$ cat config.mk
export PLATFORM = sky130hd
export DESIGN_NAME = cof_trace_packer
export DESIGN_NICKNAME = d
export VERILOG_FILES = /design/src/rtl/cft_pkg.sv /design/src/rtl/cft_flow_fmt.sv /design/src/rtl/cft_data_steer.sv /design/src/rtl/cft_detail_fmt.sv /design/src/rtl/cof_trace_packer.sv
export SDC_FILE = /design/constraint.sdc
export NUM_CORES = 1
export LEC_CHECK = 0
export BUFFER_PORTS_ARGS = -buffer_cell sky130_fd_sc_hd__buf_4
export CAP_MARGIN = 20
export CORE_ASPECT_RATIO = 0.8
export CORE_MARGIN = 1
export CORE_UTILIZATION = 47
export CTS_CLUSTER_SIZE = 10
export DETAILED_ROUTE_END_ITERATION = 16
export PLACE_DENSITY = 0.81
export SETUP_SLACK_MARGIN = 0.2
export SKIP_CTS_REPAIR_TIMING = 1
export SKIP_LAST_GASP = 1
export SLEW_MARGIN = 20
export SYNTH_ARGS = -nofsm -noshare
export SYNTH_HDL_FRONTEND = slang
export SYNTH_HIERARCHICAL = 1
export SYNTH_SLANG_ARGS = --single-unit
export TNS_END_PERCENT = 50
$ cat constraint.sdc
create_clock -name clk -period 2.5 [get_ports clk]
set_input_delay 0.5 -clock clk [delete_from_list [all_inputs] [get_ports clk]]
set_output_delay 0.5 -clock clk [all_outputs]
set_load 0.02 [all_outputs]
$ cat src/rtl/cft_pkg.sv
package cft_pkg;
    localparam int MPC_W  = 24;
    localparam int CPC_W  = 16;
    localparam int INFO_W = 7;
    localparam int DATA_W = 16;
    localparam int HALF_W = 32;
    localparam int LINE_W = 64;

    typedef enum logic [1:0] {
        SRC_NONE = 2'b00,
        SRC_MAIN = 2'b01,
        SRC_COP  = 2'b10,
        SRC_BOTH = 2'b11
    } src_sel_e;
endpackage

$ cat src/rtl/cft_flow_fmt.sv
module cft_flow_fmt
    import cft_pkg::*;
(
    input  logic              m_cof,
    input  logic              c_cof,
    input  logic [MPC_W-1:0]  m_pc,
    input  logic [INFO_W-1:0] m_info,
    input  logic [CPC_W-1:0]  c_pc,
    input  logic [INFO_W-1:0] c_info,
    output logic [LINE_W-1:0] both_line,
    output logic [HALF_W-1:0] main_half,
    output logic [HALF_W-1:0] cop_half
);
    localparam int COP_PAD = HALF_W - 1 - INFO_W - CPC_W;

    always_comb begin
        // Valid bit in bit 7 marks the processor whose flow changed.
        both_line = {8'h00, c_cof, c_info, c_pc, m_cof, m_info, m_pc};
        main_half = {1'b1, m_info, m_pc};
        cop_half  = {{COP_PAD{1'b0}}, 1'b1, c_info, c_pc};
    end
endmodule

$ cat src/rtl/cft_data_steer.sv
module cft_data_steer
    import cft_pkg::*;
(
    input  logic              word,
    input  logic              addr_lsb,
    input  logic [DATA_W-1:0] data,
    output logic [7:0]        byte_hi,
    output logic [7:0]        byte_lo
);
    always_comb begin
        if (word) begin
            byte_hi = data[15:8];
            byte_lo = data[7:0];
        end else begin
            byte_hi = 8'h00;
            byte_lo = addr_lsb ? data[7:0] : data[15:8];
        end
    end
endmodule

$ cat src/rtl/cft_detail_fmt.sv
module cft_detail_fmt
    import cft_pkg::*;
(
    input  logic              use_cop,
    input  logic              m_vld,
    input  logic              m_wr,
    input  logic              m_word,
    input  logic [MPC_W-1:0]  m_addr,
    input  logic [DATA_W-1:0] m_data,
    input  logic              c_vld,
    input  logic              c_wr,
    input  logic              c_word,
    input  logic [CPC_W-1:0]  c_addr,
    input  logic [DATA_W-1:0] c_data,
    output logic              sel_word,
    output logic [LINE_W-1:0] line
);
    logic              sel_lsb;
    logic [DATA_W-1:0] sel_data;
    logic [7:0]        hi_b;
    logic [7:0]        lo_b;
    logic [7:0]        info_b;

    always_comb begin
        sel_word = use_cop ? c_word    : m_word;
        sel_lsb  = use_cop ? c_addr[0] : m_addr[0];
        sel_data = use_cop ? c_data    : m_data;
    end

    cft_data_steer steer_i (
        .word     (sel_word),
        .addr_lsb (sel_lsb),
        .data     (sel_data),
        .byte_hi  (hi_b),
        .byte_lo  (lo_b)
    );

    always_comb begin
        info_b = {m_vld, m_wr, m_word, 1'b0, c_vld, c_wr, c_word, 1'b0};
        line   = {info_b, m_addr, hi_b, lo_b, c_addr};
    end
endmodule

$ cat src/rtl/cof_trace_packer.sv
module cof_trace_packer
    import cft_pkg::*;
#(
    parameter  int LINES = 64,
    localparam int PTR_W = $clog2(LINES),
    localparam int CNT_W = PTR_W + 1
) (
    input  logic              clk,
    input  logic              rst,
    input  logic              arm,
    input  logic              mode_detail,
    input  logic [1:0]        src_sel,
    input  logic              m_cof,
    input  logic [MPC_W-1:0]  m_pc,
    input  logic [INFO_W-1:0] m_info,
    input  logic              c_cof,
    input  logic [CPC_W-1:0]  c_pc,
    input  logic [INFO_W-1:0] c_info,
    input  logic              m_acc_vld,
    input  logic              m_acc_wr,
    input  logic              m_acc_word,
    input  logic [MPC_W-1:0]  m_acc_addr,
    input  logic [DATA_W-1:0] m_acc_data,
    input  logic              c_acc_vld,
    input  logic              c_acc_wr,
    input  logic              c_acc_word,
    input  logic [CPC_W-1:0]  c_acc_addr,
    input  logic [DATA_W-1:0] c_acc_data,
    output logic              wr_en,
    output logic [PTR_W-1:0]  wr_addr,
    output logic [LINE_W-1:0] wr_data,
    output logic              [CNT_W-1:0] entry_cnt
);
    typedef struct packed {
        logic [PTR_W-1:0]  ptr;
        logic [CNT_W-1:0]  cnt;
        logic              pend;
        logic [HALF_W-1:0] half;
        logic              arm;
        logic              we;
        logic [PTR_W-1:0]  waddr;
        logic [LINE_W-1:0] wdata;
    } state_t;

    state_t st_d, st_q;

    src_sel_e          src;
    logic              use_cop;
    logic              sel_word;
    logic [LINE_W-1:0] both_line;
    logic [LINE_W-1:0] det_line;
    logic [HALF_W-1:0] main_half;
    logic [HALF_W-1:0] cop_half;
    logic [HALF_W-1:0] new_half;
    logic              flush_fire;
    logic              both_fire;
    logic              single_fire;
    logic              det_fire;
    logic [CNT_W-2:0]  cnt_hi_inc;

    assign src     = src_sel_e'(src_sel);
    assign use_cop = (src == SRC_COP);

    cft_flow_fmt flow_i (
        .m_cof     (m_cof),
        .c_cof     (c_cof),
        .m_pc      (m_pc),
        .m_info    (m_info),
        .c_pc      (c_pc),
        .c_info    (c_info),
        .both_line (both_line),
        .main_half (main_half),
        .cop_half  (cop_half)
    );

    cft_detail_fmt detail_i (
        .use_cop  (use_cop),
        .m_vld    (m_acc_vld),
        .m_wr     (m_acc_wr),
        .m_word   (m_acc_word),
        .m_addr   (m_acc_addr),
        .m_data   (m_acc_data),
        .c_vld    (c_acc_vld),
        .c_wr     (c_acc_wr),
        .c_word   (c_acc_word),
        .c_addr   (c_acc_addr),
        .c_data   (c_acc_data),
        .sel_word (sel_word),
        .line     (det_line)
    );

    always_comb begin
        flush_fire  = st_q.arm && !arm && st_q.pend;
        both_fire   = arm && !mode_detail && (src == SRC_BOTH) && (m_cof || c_cof);
        single_fire = arm && !mode_detail &&
                      (((src == SRC_MAIN) && m_cof) || ((src == SRC_COP) && c_cof));
        det_fire    = arm && mode_detail && (src != SRC_NONE) &&
                      (use_cop ? c_acc_vld : m_acc_vld);
        new_half    = use_cop ? cop_half : main_half;
        cnt_hi_inc  = st_q.cnt[CNT_W-1:1] + 1'b1;

        st_d     = st_q;
        st_d.we  = 1'b0;
        st_d.arm = arm;

        if (flush_fire) begin
            st_d.we    = 1'b1;
            st_d.waddr = st_q.ptr;
            st_d.wdata = {{HALF_W{1'b0}}, st_q.half};
            st_d.ptr   = st_q.ptr + 1'b1;
            st_d.pend  = 1'b0;
            st_d.half  = '0;
        end else if (both_fire) begin
            st_d.we    = 1'b1;
            st_d.waddr = st_q.ptr;
            st_d.wdata = both_line;
            st_d.ptr   = st_q.ptr + 1'b1;
            st_d.cnt   = {cnt_hi_inc, 1'b0};
        end else if (single_fire) begin
            st_d.cnt = st_q.cnt + 1'b1;
            if (st_q.pend) begin
                st_d.we    = 1'b1;
                st_d.waddr = st_q.ptr;
                st_d.wdata = {new_half, st_q.half};
                st_d.ptr   = st_q.ptr + 1'b1;
                st_d.pend  = 1'b0;
                st_d.half  = '0;
            end else begin
                st_d.pend = 1'b1;
                st_d.half = new_half;
            end
        end else if (det_fire) begin
            st_d.we    = 1'b1;
            st_d.waddr = st_q.ptr;
            st_d.wdata = det_line;
            st_d.ptr   = st_q.ptr + 1'b1;
            st_d.cnt   = {cnt_hi_inc, 1'b0};
        end
    end

    always_ff @(posedge clk) begin
        if (rst) begin
            st_q <= '0;
        end else begin
            st_q <= st_d;
        end
    end

    assign wr_en     = st_q.we;
    assign wr_addr   = st_q.waddr;
    assign wr_data   = st_q.wdata;
    assign entry_cnt = st_q.cnt;

    // both-source lines carry a zero top byte
    p_both_top_zero_r1: assert property (@(posedge clk) disable iff (rst)
        both_fire |=> (wr_en && wr_data[63:56] == 8'h00));

    // a second single-source record completes a line
    p_pair_writes_r4: assert property (@(posedge clk) disable iff (rst)
        (single_fire && st_q.pend) |=> wr_en);

    // detail entries leave counter bit 0 clear
    p_det_cnt_even_r6: assert property (@(posedge clk) disable iff (rst)
        det_fire |=> !entry_cnt[0]);

    // byte accesses clear the high data byte
    p_byte_hi_zero_r8: assert property (@(posedge clk) disable iff (rst)
        (det_fire && !sel_word) |=> (wr_data[31:24] == 8'h00));

    // each written line advances the pointer by one
    p_ptr_step_r10: assert property (@(posedge clk) disable iff (rst)
        st_d.we |=> (st_q.ptr == PTR_W'($past(st_q.ptr) + 1'b1)));

    // nothing is written while disarmed after the flush cycle
    p_idle_off_r11: assert property (@(posedge clk) disable iff (rst)
        (!arm && !st_q.arm) |=> !wr_en);

    // reset clears the counter and the write strobe
    p_rst_clear_r12: assert property (@(posedge clk)
        rst |=> (entry_cnt == '0 && !wr_en && wr_addr == '0));
endmodule

==> flow_metrics.py, run 1 <==
metrics = {
    "timing": {
        "finalClockSkew_ps": 9.175,
        "slew_headroom_pct": 36.95,
        "post-route-min-period_ps": 1925,
        "slew_viol_final": 0,
        "fmaxAchievable_mhz": 519.5,
        "hold_violations": 0,
        "rsz0062_at_grt": "no",
        "setup_violations": 0,
        "worst_slew_pin_slew_ps": 943.6,
        "fin_crit_sh_pct": 76.99,
        "setup_tns_ps": 0,
    },
    "clock_tree": {
        "cts_root_buf": "clkbuf_16",
        "cts_tree": "yes",
        "clkLatencyLatePin_ps": 410,
        "clk_path_buf_depth": 2,
        "cts_made_buffers": 17,
        "cts_max_level": 4,
        "clk_pin_slew_ps": 60,
        "clkSinkCount": 118,
    },
    "critical_path": {
        "rr_worst_depth": 6,
        "end_kind": "flop",
        "cp_max_fo": 15,
        "cp.depth": 8,
        "cp_top_family": "multiplexers",
        "slowest_stage": "mux2_2",
        "critical_path.max_stage_delay_ps": 380,
        "critPathLaunch": "src_sel[0]",
        "cp_cell_sequence": "buf_4 > nand2b_4 > inv_2 > buf_4 > mux2_2 > mux2_4 > a222oi_1 > o2bb2ai_1",
        "arrival_ps": 2200,
        "r2r_end": "wr_data[50]",
        "start_kind": "input port",
        "timing.rr.start": "st_q[104]",
        "worstSetupPathType": "input port to flop",
        "endpoint": "wr_data[18]",
        "rrSetupSlack_ps": 580,
        "path_common_cell": "buf_4",
        "worst-path-buf-inv": 3,
        "cp.required_ps": 2780,
    },
    "status": {
        "outcome": "completed",
    },
    "placement": {
        "io_buffers": 217,
        "gp_congestion": 0.8413,
        "dpl.hpwl_microns": 14750,
    },
    "logic_synthesis": {
        "netlist_area_sq_um": 7661,
        "synth-seq-cells": 118,
        "syn_inst": 861,
        "yosys_warnings": 6,
        "synth_area_leaders": "dfxtp_1, buf_4, mux2i_1",
        "synth_seq_area_share_pct": 30.83,
        "synthDistinctLibCells": 49,
        "synth_top_area_share_pct": 30.83,
        "synth_area_per_cell_sq_um": 8.898,
        "yosys.area.top_type": "dfxtp_1",
    },
    "layout": {
        "drive_gt1_share_pct": 38.43,
        "fin_nets": 974,
        "areaGrowthSynthToFinish_pct": 10.45,
    },
    "power_and_ir_drop": {
        "ir_drop_mv": 0.4291,
        "p_per_area_nw_per_um2": 650.9,
        "leakagePower_nw": 3.712,
        "totalPowerFinal_mw": 5.508,
    },
    "detailed_routing": {
        "drc_errors": 0,
        "vias": 5884,
        "postRouteAntennaNets": 0,
        "wirelength_microns": 20610,
        "dr.pass1.iters": 6,
        "drtIter0Drc": 406,
        "vias_per_cell": 5.556,
        "drt-wirelength-per-cell_microns": 19.46,
    },
    "grt": {
        "grt_pass1_vias": 5602,
        "grt_start_max_net_pins": 49,
        "overflow": 0,
        "grt_usage_pct": 24.43,
        "antenna_found_initial": 1,
        "grt_first_pass_wirelength_microns": 30770,
    },
    "floorplan": {
        "die_w_microns": 144.7,
        "dieArea_sq_um": 16820,
        "coreArea_sq_um": 15850,
        "ios": 218,
        "row_count": 41,
        "die_y_microns": 116.2,
        "initial_core_util_pct": 48.33,
    },
    "min_path": {
        "hp-class": "input port to flop",
    },
    "flow_run": {
        "cap_violations": 0,
    },
}
==> metal layers <==
metal	share of wire (%)	track usage (%)	vias up	routed length, microns
li1	-	-	2783	-
met1	42	30.54	2785	8706
met2	47	40.38	294	9625
met3	9.1	6.519	22	1876
met4	1.9	9.053	0	396
met5	0	0	-	0
==> flip-flops by register name, indices dropped and copies added, names as in the netlist <==
| signal | flops |
|---|---|
| wr_data | 64 |
| st_q | 40 |
| entry_cnt | 7 |
| wr_addr | 6 |
| wr_en | 1 |
==> cell families after synthesis <==
kind of cell | count (synthesis) | synth area share, %
AOI/OAI and AO/OA | 223 | 21.67
DFF | 118 | 30.83
xor gates and xnor gates | 1 | 0.1143
other | 3 | 0.1470
and+or+nand+nor | 132 | 8.705
adders and majority gates | 3 | 0.4900
muxes | 66 | 9.554
buffers and inverters | 315 | 28.48
==> cells in the mapped netlist (all sizes together) <==
cell type  count
o2bb2ai       31
conb           3
nand3          6
and4           1
nand3b         3
nand2         11
nor2          48
nor2b          3
a21oi         44
a221o          1
buf          271
or3            7
ha             3
mux2i         39
nand2b         3
a31oi          1
o211ai         2
nor4           1
a22oi         32
and2           8
a222oi        31
and3b          2
xor2           1
nor3b          1
o21ai         42
inv            4
mux2          27
o21a           2
o41ai          1
nor3          35
a22o          32
nand4b         2
o2111a         1
clkbuf        40
nand4          1
dfxtp        118
a211oi         2
a2111o         1
==> worst reg2reg max path, stage by stage, from the launching register on <==
cell and delay, ps:
dfxtp_2 510, buf_4 290, nand3b_1 160, nand2b_2 290
a21oi_4 70, buf_12 190, a22o_1 300
==> worst min-delay path by stage <==
stage / cells past startpoint / endpoint / slack [ps] / startpoint
6_report: 2 / st_q[71] / 360 / arm
5_1_grt: 2 / st_q[71] / 380 / arm
4_1_cts: 2 / st_q[71] / 350 / arm
3_5_place_dp: 1 / wr_data[13] / 450 / wr_data[13]
3_3_place_gp: 1 / wr_data[2] / 450 / wr_data[2]
2_1_floorplan: 1 / wr_data[0] / 430 / wr_data[0]
==> power breakdown <==
part	switching, mW	internal, mW
clock network	0.872	1.82
logic	0.413	0.406
registers	0.0509	1.95
==> stage by stage <==
step | hold slack [ps] | utilization (%) | instance area (sq um) | cells | setup slack [ps]
after floorplan | 433.5 | - | 7790 | 878 | 49.57
after global placement | 449.0 | 49.24 | 7805 | 1027 | 216.2
after detailed placement | 450.5 | 49.24 | 7805 | 1027 | 179.2
after CTS | 348.7 | 53.37 | 8459 | 1058 | 606.4
after global routing | 382.1 | 53.38 | 8462 | 1059 | 502.4
final | 360.1 | 53.38 | 8462 | 1059 | 575.2
==> cell type report <==
type / instances / area [sq um]
fill: 1463 / 7390
multi-input combinational: 445 / 3256
sequential: 118 / 2364
timing repair buffer: 245 / 1902
clock buffer: 19 / 452.9
tap: 215 / 269.0
clock inverter: 12 / 201.4
inverter: 4 / 15.01
antenna: 1 / 2.502
==> layout by cell type (no fill, tap or decap), types with 17 or more instances in the layout <==
cell type and instances:
clkbuf_16 17, mux2i_1 39, buf_4 240, a222oi_1 31, nor3_1 35, dfxtp_1 117
nor2_1 46, a22oi_1 32, a21oi_1 42, conb_1 20, mux2_4 20, a22o_1 32
o2bb2ai_1 31, o21ai_0 41
Note: power is estimated with default switching activity, not from simulation.
==> inputs of run 2 (changes only) <==
ABC_AREA = 1   (was unset)
PLACE_DENSITY = 0.76   (was 0.81)
clock period = 1.9 ns   (was 2.5 ns; I/O delays follow)
==> run 2 against run 1 <==
Compared with the run above: design area grew 23%; highest routed layer unchanged; hold slack worse by 120 ps; largest cell class unchanged; largest power group unchanged; combinational power is 89% higher; critical endpoint unchanged; utilization shrank 1.2 points; first-iteration DRC count rose to 2.7 times the previous value.
==> flow_metrics.py, run 2 <==
metrics = {
    "status": {
        "outcome": "completed",
    },
    "critical_path": {
        "start_kind": "input port",
        "cp_max_fo": 9,
        "rrSetupSlack_ps": 420,
        "arrival_ps": 1870,
        "end_kind": "flop",
        "worstSetupPathType": "input port to flop",
        "cp.required_ps": 2250,
    },
    "detailed_routing": {
        "wirelength_microns": 27570,
        "drc_errors": 0,
        "dr.pass1.iters": 5,
        "postRouteAntennaNets": 0,
        "drtIter0Drc": 1115,
        "drt-wirelength-per-cell_microns": 15.53,
        "vias": 8784,
        "vias_per_cell": 4.949,
    },
    "logic_synthesis": {
        "synth_ff_type": "dfxtp_1",
        "synthMostInstantiatedCell": "nand2_1",
        "synth_area_per_cell_sq_um": 6.188,
        "synthDistinctLibCells": 29,
        "synth-seq-cells": 118,
        "syn_inst": 1538,
        "synth_xor_area_share_pct": 1.012,
        "synth_top_area_share_pct": 24.82,
        "synthSimpleGateAreaFrac_pct": 36.21,
        "synth_top_cells_by_count": "nand2_1, buf_4, nor2_1",
        "synthAdderAreaFrac_pct": 0.3944,
        "synthMuxAreaShare_pct": 0,
        "yosys.area.top_type": "dfxtp_1",
        "synth_compound_area_share_pct": 8.086,
        "yosys_warnings": 6,
        "synth_seq_area_share_pct": 24.82,
        "netlist_area_sq_um": 9517,
        "synth_top_family_by_area": "simple AND/OR/NAND/NOR gates",
        "async_flop_share_pct": 0,
        "synth_area_leaders": "dfxtp_1, buf_4, nand2_1",
        "synth_edf_count": 0,
    },
    "timing": {
        "rsz0062_at_grt": "no",
        "finalClockSkew_ps": 7.263,
        "fin_crit_sh_pct": 80.01,
        "slew_viol_final": 0,
        "setup_violations": 0,
        "fmaxAchievable_mhz": 657.8,
        "setup_tns_ps": 0,
        "post-route-min-period_ps": 1520,
        "hold_ws_ps": 242.1,
        "hold_violations": 0,
    },
    "grt": {
        "grt_usage_pct": 26.45,
        "gr-usage-met2_pct": 36.94,
        "grt_first_pass_wirelength_microns": 42720,
        "overflow": 0,
        "busiest_layer": "met1",
        "grt_use_met3_pct": 6.658,
        "grt_start_max_net_pins": 34,
        "grt_pass1_vias": 7859,
        "globalRouteMet1Util_pct": 38.80,
        "antenna_found_initial": 0,
    },
    "floorplan": {
        "coreArea_sq_um": 19860,
        "die_y_microns": 129.3,
        "dieArea_sq_um": 20820,
        "row_count": 46,
        "ios": 218,
        "die_w_microns": 161.1,
        "initial_core_util_pct": 47.93,
    },
    "power_and_ir_drop": {
        "ir_drop_mv": 0.4843,
        "leakagePower_nw": 4.842,
        "totalPowerFinal_mw": 7.639,
        "p_per_area_nw_per_um2": 736.7,
    },
    "layout": {
        "areaGrowthSynthToFinish_pct": 8.966,
        "antenna_cells": 0,
        "fin_nets": 1642,
        "final_cells": 1775,
        "drive_gt1_share_pct": 21.97,
        "largest_register_ffs": 64,
        "most-common-layout-cells": "nand2_1, buf_4, nor2_1",
        "mostFrequentLayoutCell": "nand2_1",
        "fillCellCount": 2040,
    },
    "min_path": {
        "hp-class": "input port to flop",
    },
    "flow_run": {
        "cap_violations": 0,
    },
    "clock_tree": {
        "clkLatencyLatePin_ps": 420,
        "cts_tree": "yes",
        "cts_max_level": 4,
        "clkSinkCount": 118,
        "clk_pin_slew_ps": 60,
        "cts_root_buf": "clkbuf_16",
        "cts_made_buffers": 17,
        "clk_path_buf_depth": 2,
    },
    "placement": {
        "dpl.hpwl_microns": 19950,
        "io_buffers": 217,
        "gp_congestion": 0.9125,
        "place_inst": 1744,
    },
}
==> run 2: path summary, 6_finish.rpt <==
path,start,end,depth (start not counted)
worst min-delay path,rst,entry_cnt[5],2
worst max-delay path,src_sel[1],wr_data[18],13
worst min register to register,wr_data[15],wr_data[15],2
worst max register to register,entry_cnt[1],entry_cnt[5],10
==> run 2: area by class of cell <==
type	count	area, sq um	share of cell area (%)
timing repair buffer	260	2115	20.39
multi-input combinational	978	4474	43.15
sequential	118	2364	22.79
inverter	124	473.0	4.561
clock inverter	9	150.1	1.448
tap	264	330.3	3.185
clock buffer	22	464.2	4.476
==> run 2: power breakdown <==
| part | internal [mW] | switching (mW) | total [mW] |
|---|---|---|---|
| clock | 2.25 | 1.15 | 3.40 |
| sequential | 2.60 | 0.0913 | 2.69 |
| combinational | 0.639 | 0.909 | 1.55 |
| total | 5.49 | 2.15 | 7.64 |
==> run 2: per-stage QoR <==
stage / worst slack [ps] / util [%] / instance area, sq um
6_report: 379.9 / 52.22 / 10370
5_1_grt: 242.4 / 52.22 / 10370
4_1_cts: 412.0 / 52.22 / 10370
3_5_place_dp: -7.225 / 49.13 / 9756
3_3_place_gp: 37.13 / 49.13 / 9756
2_1_floorplan: 214.9 / - / 9619
==> run 2: critical path, stage by stage <==
cell     delay [ps]
buf_4           110
inv_2            70
nor2_4          290
inv_8            70
nand2_1          80
nand2_2         130
nor2_4          240
nand2_1          70
nand2_1          70
nand3_1          80
nand3_1          80
nor2_1           50
a21oi_1         130
==> run 2: layer usage <==
metal  vias up  share of wire (%)  routed length [microns]
li1       4425                  -                        -
met1      3915                 48                    13290
met2       406                 41                    11180
met3        38                9.2                     2546
met4         0                2.0                      556
met5         -                  0                        0
==> run 2: kinds of logic after synthesis <==
| family | count (synthesis) |
|---|---|
| AND/OR/NAND/NOR | 802 |
| flip-flops | 118 |
| other | 3 |
| adder cells (fa/ha/maj) | 3 |
| buffers and inverters | 459 |
| AO/OA/AOI/OAI | 142 |
| XOR/XNOR | 11 |
==> inputs of run 3 (changes only) <==
clock period = 1.5 ns   (was 1.9 ns; I/O delays follow)
==> run 3 against run 2 <==
Compared with the run above: the flow now finishes with violations (design-rule violations); critical path depth is 11 lower; cell count rose by 2.9%; sequential cell count unchanged; global-route usage rose by 0.30 points; sequential share of layout area down 1.4 points; die area unchanged; critical path type is now flop to output pin.
==> flow_metrics.py, run 3 (synthesis results as in run 2) <==
metrics = {
    "status": {
        "outcome": "finished with violations",
        "violations": "design-rule violations",
    },
    "critical_path": {
        "timing.rr.start": "st_q[104]",
        "r2r_end": "wr_data[14]",
        "rrSetupSlack_ps": 180,
        "worstSetupPathType": "flop to output pin",
        "arrival_ps": 1040,
        "start_kind": "flop",
        "cp_max_fo": 4,
        "rr_worst_depth": 7,
        "end_kind": "output pin",
        "cp.required_ps": 1200,
    },
    "timing": {
        "setup_violations": 0,
        "hold_violations": 0,
        "rsz0062_at_grt": "yes",
        "fin_crit_sh_pct": 89.32,
        "setup_tns_ps": 0,
        "post-route-min-period_ps": 1340,
        "slew_viol_final": 0,
        "fmaxAchievable_mhz": 746.3,
        "finalClockSkew_ps": 7.180,
    },
    "grt": {
        "grt_first_pass_wirelength_microns": 43300,
        "grt_use_met3_pct": 8.003,
        "busiest_layer": "met2",
        "antenna_found_initial": 0,
        "grt_start_max_net_pins": 47,
        "grt_pass1_vias": 8108,
        "grt_usage_pct": 26.74,
        "overflow": 0,
        "gr-usage-met2_pct": 39.22,
        "globalRouteMet1Util_pct": 37.75,
    },
    "clock_tree": {
        "clk_path_buf_depth": 2,
        "clkSinkCount": 118,
        "cts_max_level": 4,
        "cts_made_buffers": 17,
        "clk_pin_slew_ps": 60,
        "cts_tree": "yes",
        "clkLatencyLatePin_ps": 430,
        "cts_root_buf": "clkbuf_16",
    },
    "layout": {
        "most-common-layout-cells": "nand2_1, buf_4, nor2_1",
        "areaGrowthSynthToFinish_pct": 16.72,
        "mostFrequentLayoutCell": "nand2_1",
        "largest_register_ffs": 64,
        "antenna_cells": 0,
        "fin_nets": 1694,
        "final_area_sq_um": 11110,
        "drive_gt1_share_pct": 27.13,
        "fillCellCount": 1974,
    },
    "detailed_routing": {
        "wirelength_microns": 28680,
        "postRouteAntennaNets": 0,
        "drtIter0Drc": 864,
        "vias_per_cell": 4.916,
        "dr.pass1.iters": 14,
        "drt-wirelength-per-cell_microns": 15.70,
        "vias": 8982,
        "drc_errors": 1,
    },
    "floorplan": {
        "die_y_microns": 129.3,
        "row_count": 46,
        "initial_core_util_pct": 47.93,
        "coreArea_sq_um": 19860,
        "ios": 218,
        "die_w_microns": 161.1,
        "dieArea_sq_um": 20820,
    },
    "power_and_ir_drop": {
        "ir_drop_mv": 0.6080,
        "leakagePower_nw": 5.183,
        "p_per_area_nw_per_um2": 883.5,
    },
    "placement": {
        "io_buffers": 217,
        "dpl.hpwl_microns": 20440,
        "gp_congestion": 0.9228,
        "dpl-instance-area_sq_um": 10210,
    },
    "min_path": {
        "hold_start": "rst",
        "hp-class": "input port to flop",
        "holdPathEnd": "entry_cnt[5]",
        "hold_depth": 2,
    },
    "flow_run": {
        "cap_violations": 0,
    },
}
==> run 3: cell count changes in the layout (fill, tap and decap cells not counted), sizes merged <==
| cell | delta |
|---|---|
| clkinvlp | +1 |
| bufinv | -1 |
| clkinv | +2 |
| nand2 | +2 |
| inv | -1 |
| buf | +48 |
| clkbuf | +1 |
==> run 3: per-layer routing <==
layer / vias up / part of all wire (%)
li1: 4550 / -
met1: 3964 / 47
met2: 418 / 42
met3: 50 / 8.9
met4: 0 / 2.2
met5: - / 0
==> run 3: report_power, final <==
group          total (mW)  internal [mW]  switching (mW)
clock network        4.15           2.63            1.52
logic                2.26           1.01            1.25
registers            3.41           3.30           0.112
==> run 3: worst max path at each step <==
stage / start / to / slack [ps] / cells after the start
2_1_floorplan: src_sel[1] / wr_data[21] / -80 / 14
3_3_place_gp: src_sel[1] / wr_data[19] / -290 / 12
3_5_place_dp: src_sel[1] / wr_data[19] / -310 / 12
4_1_cts: st_q[104] / wr_data[2] / 10 / 6
5_1_grt: src_sel[0] / wr_data[31] / 110 / 14
6_report: entry_cnt[2] / entry_cnt[2] / 160 / 2
==> run 3: worst max-delay path, cell delays in order, from the launching register on <==
cell and delay [ps]:
dfxtp_2 330, buf_4 150, buf_6 130
==> run 3: area by class of cell <==
type / instances / area, sq um / area share [%]
clock buffers: 21 / 450.4 / 4.055
clock inverters: 10 / 130.1 / 1.171
inverters: 124 / 494.2 / 4.449
multi-input cells: 980 / 4652 / 41.88
flip-flops and latches: 118 / 2377 / 21.40
well taps: 264 / 330.3 / 2.974
repair buffers: 310 / 2674 / 24.07
==> run 3: stage by stage <==
stage	hold WS, ps	power [mW]	instances	setup WS (ps)	util (%)
6_report	198.9	9.814	1827	160.1	55.94
4_1_cts	195.8	9.703	1817	12.42	54.33
2_1_floorplan	431.3	5.058	1555	-78.88	-
5_1_grt	201.9	10.21	1827	114.5	55.94
3_3_place_gp	450.6	5.550	1786	-293.4	51.41
3_5_place_dp	456.0	5.567	1786	-312.5	51.41
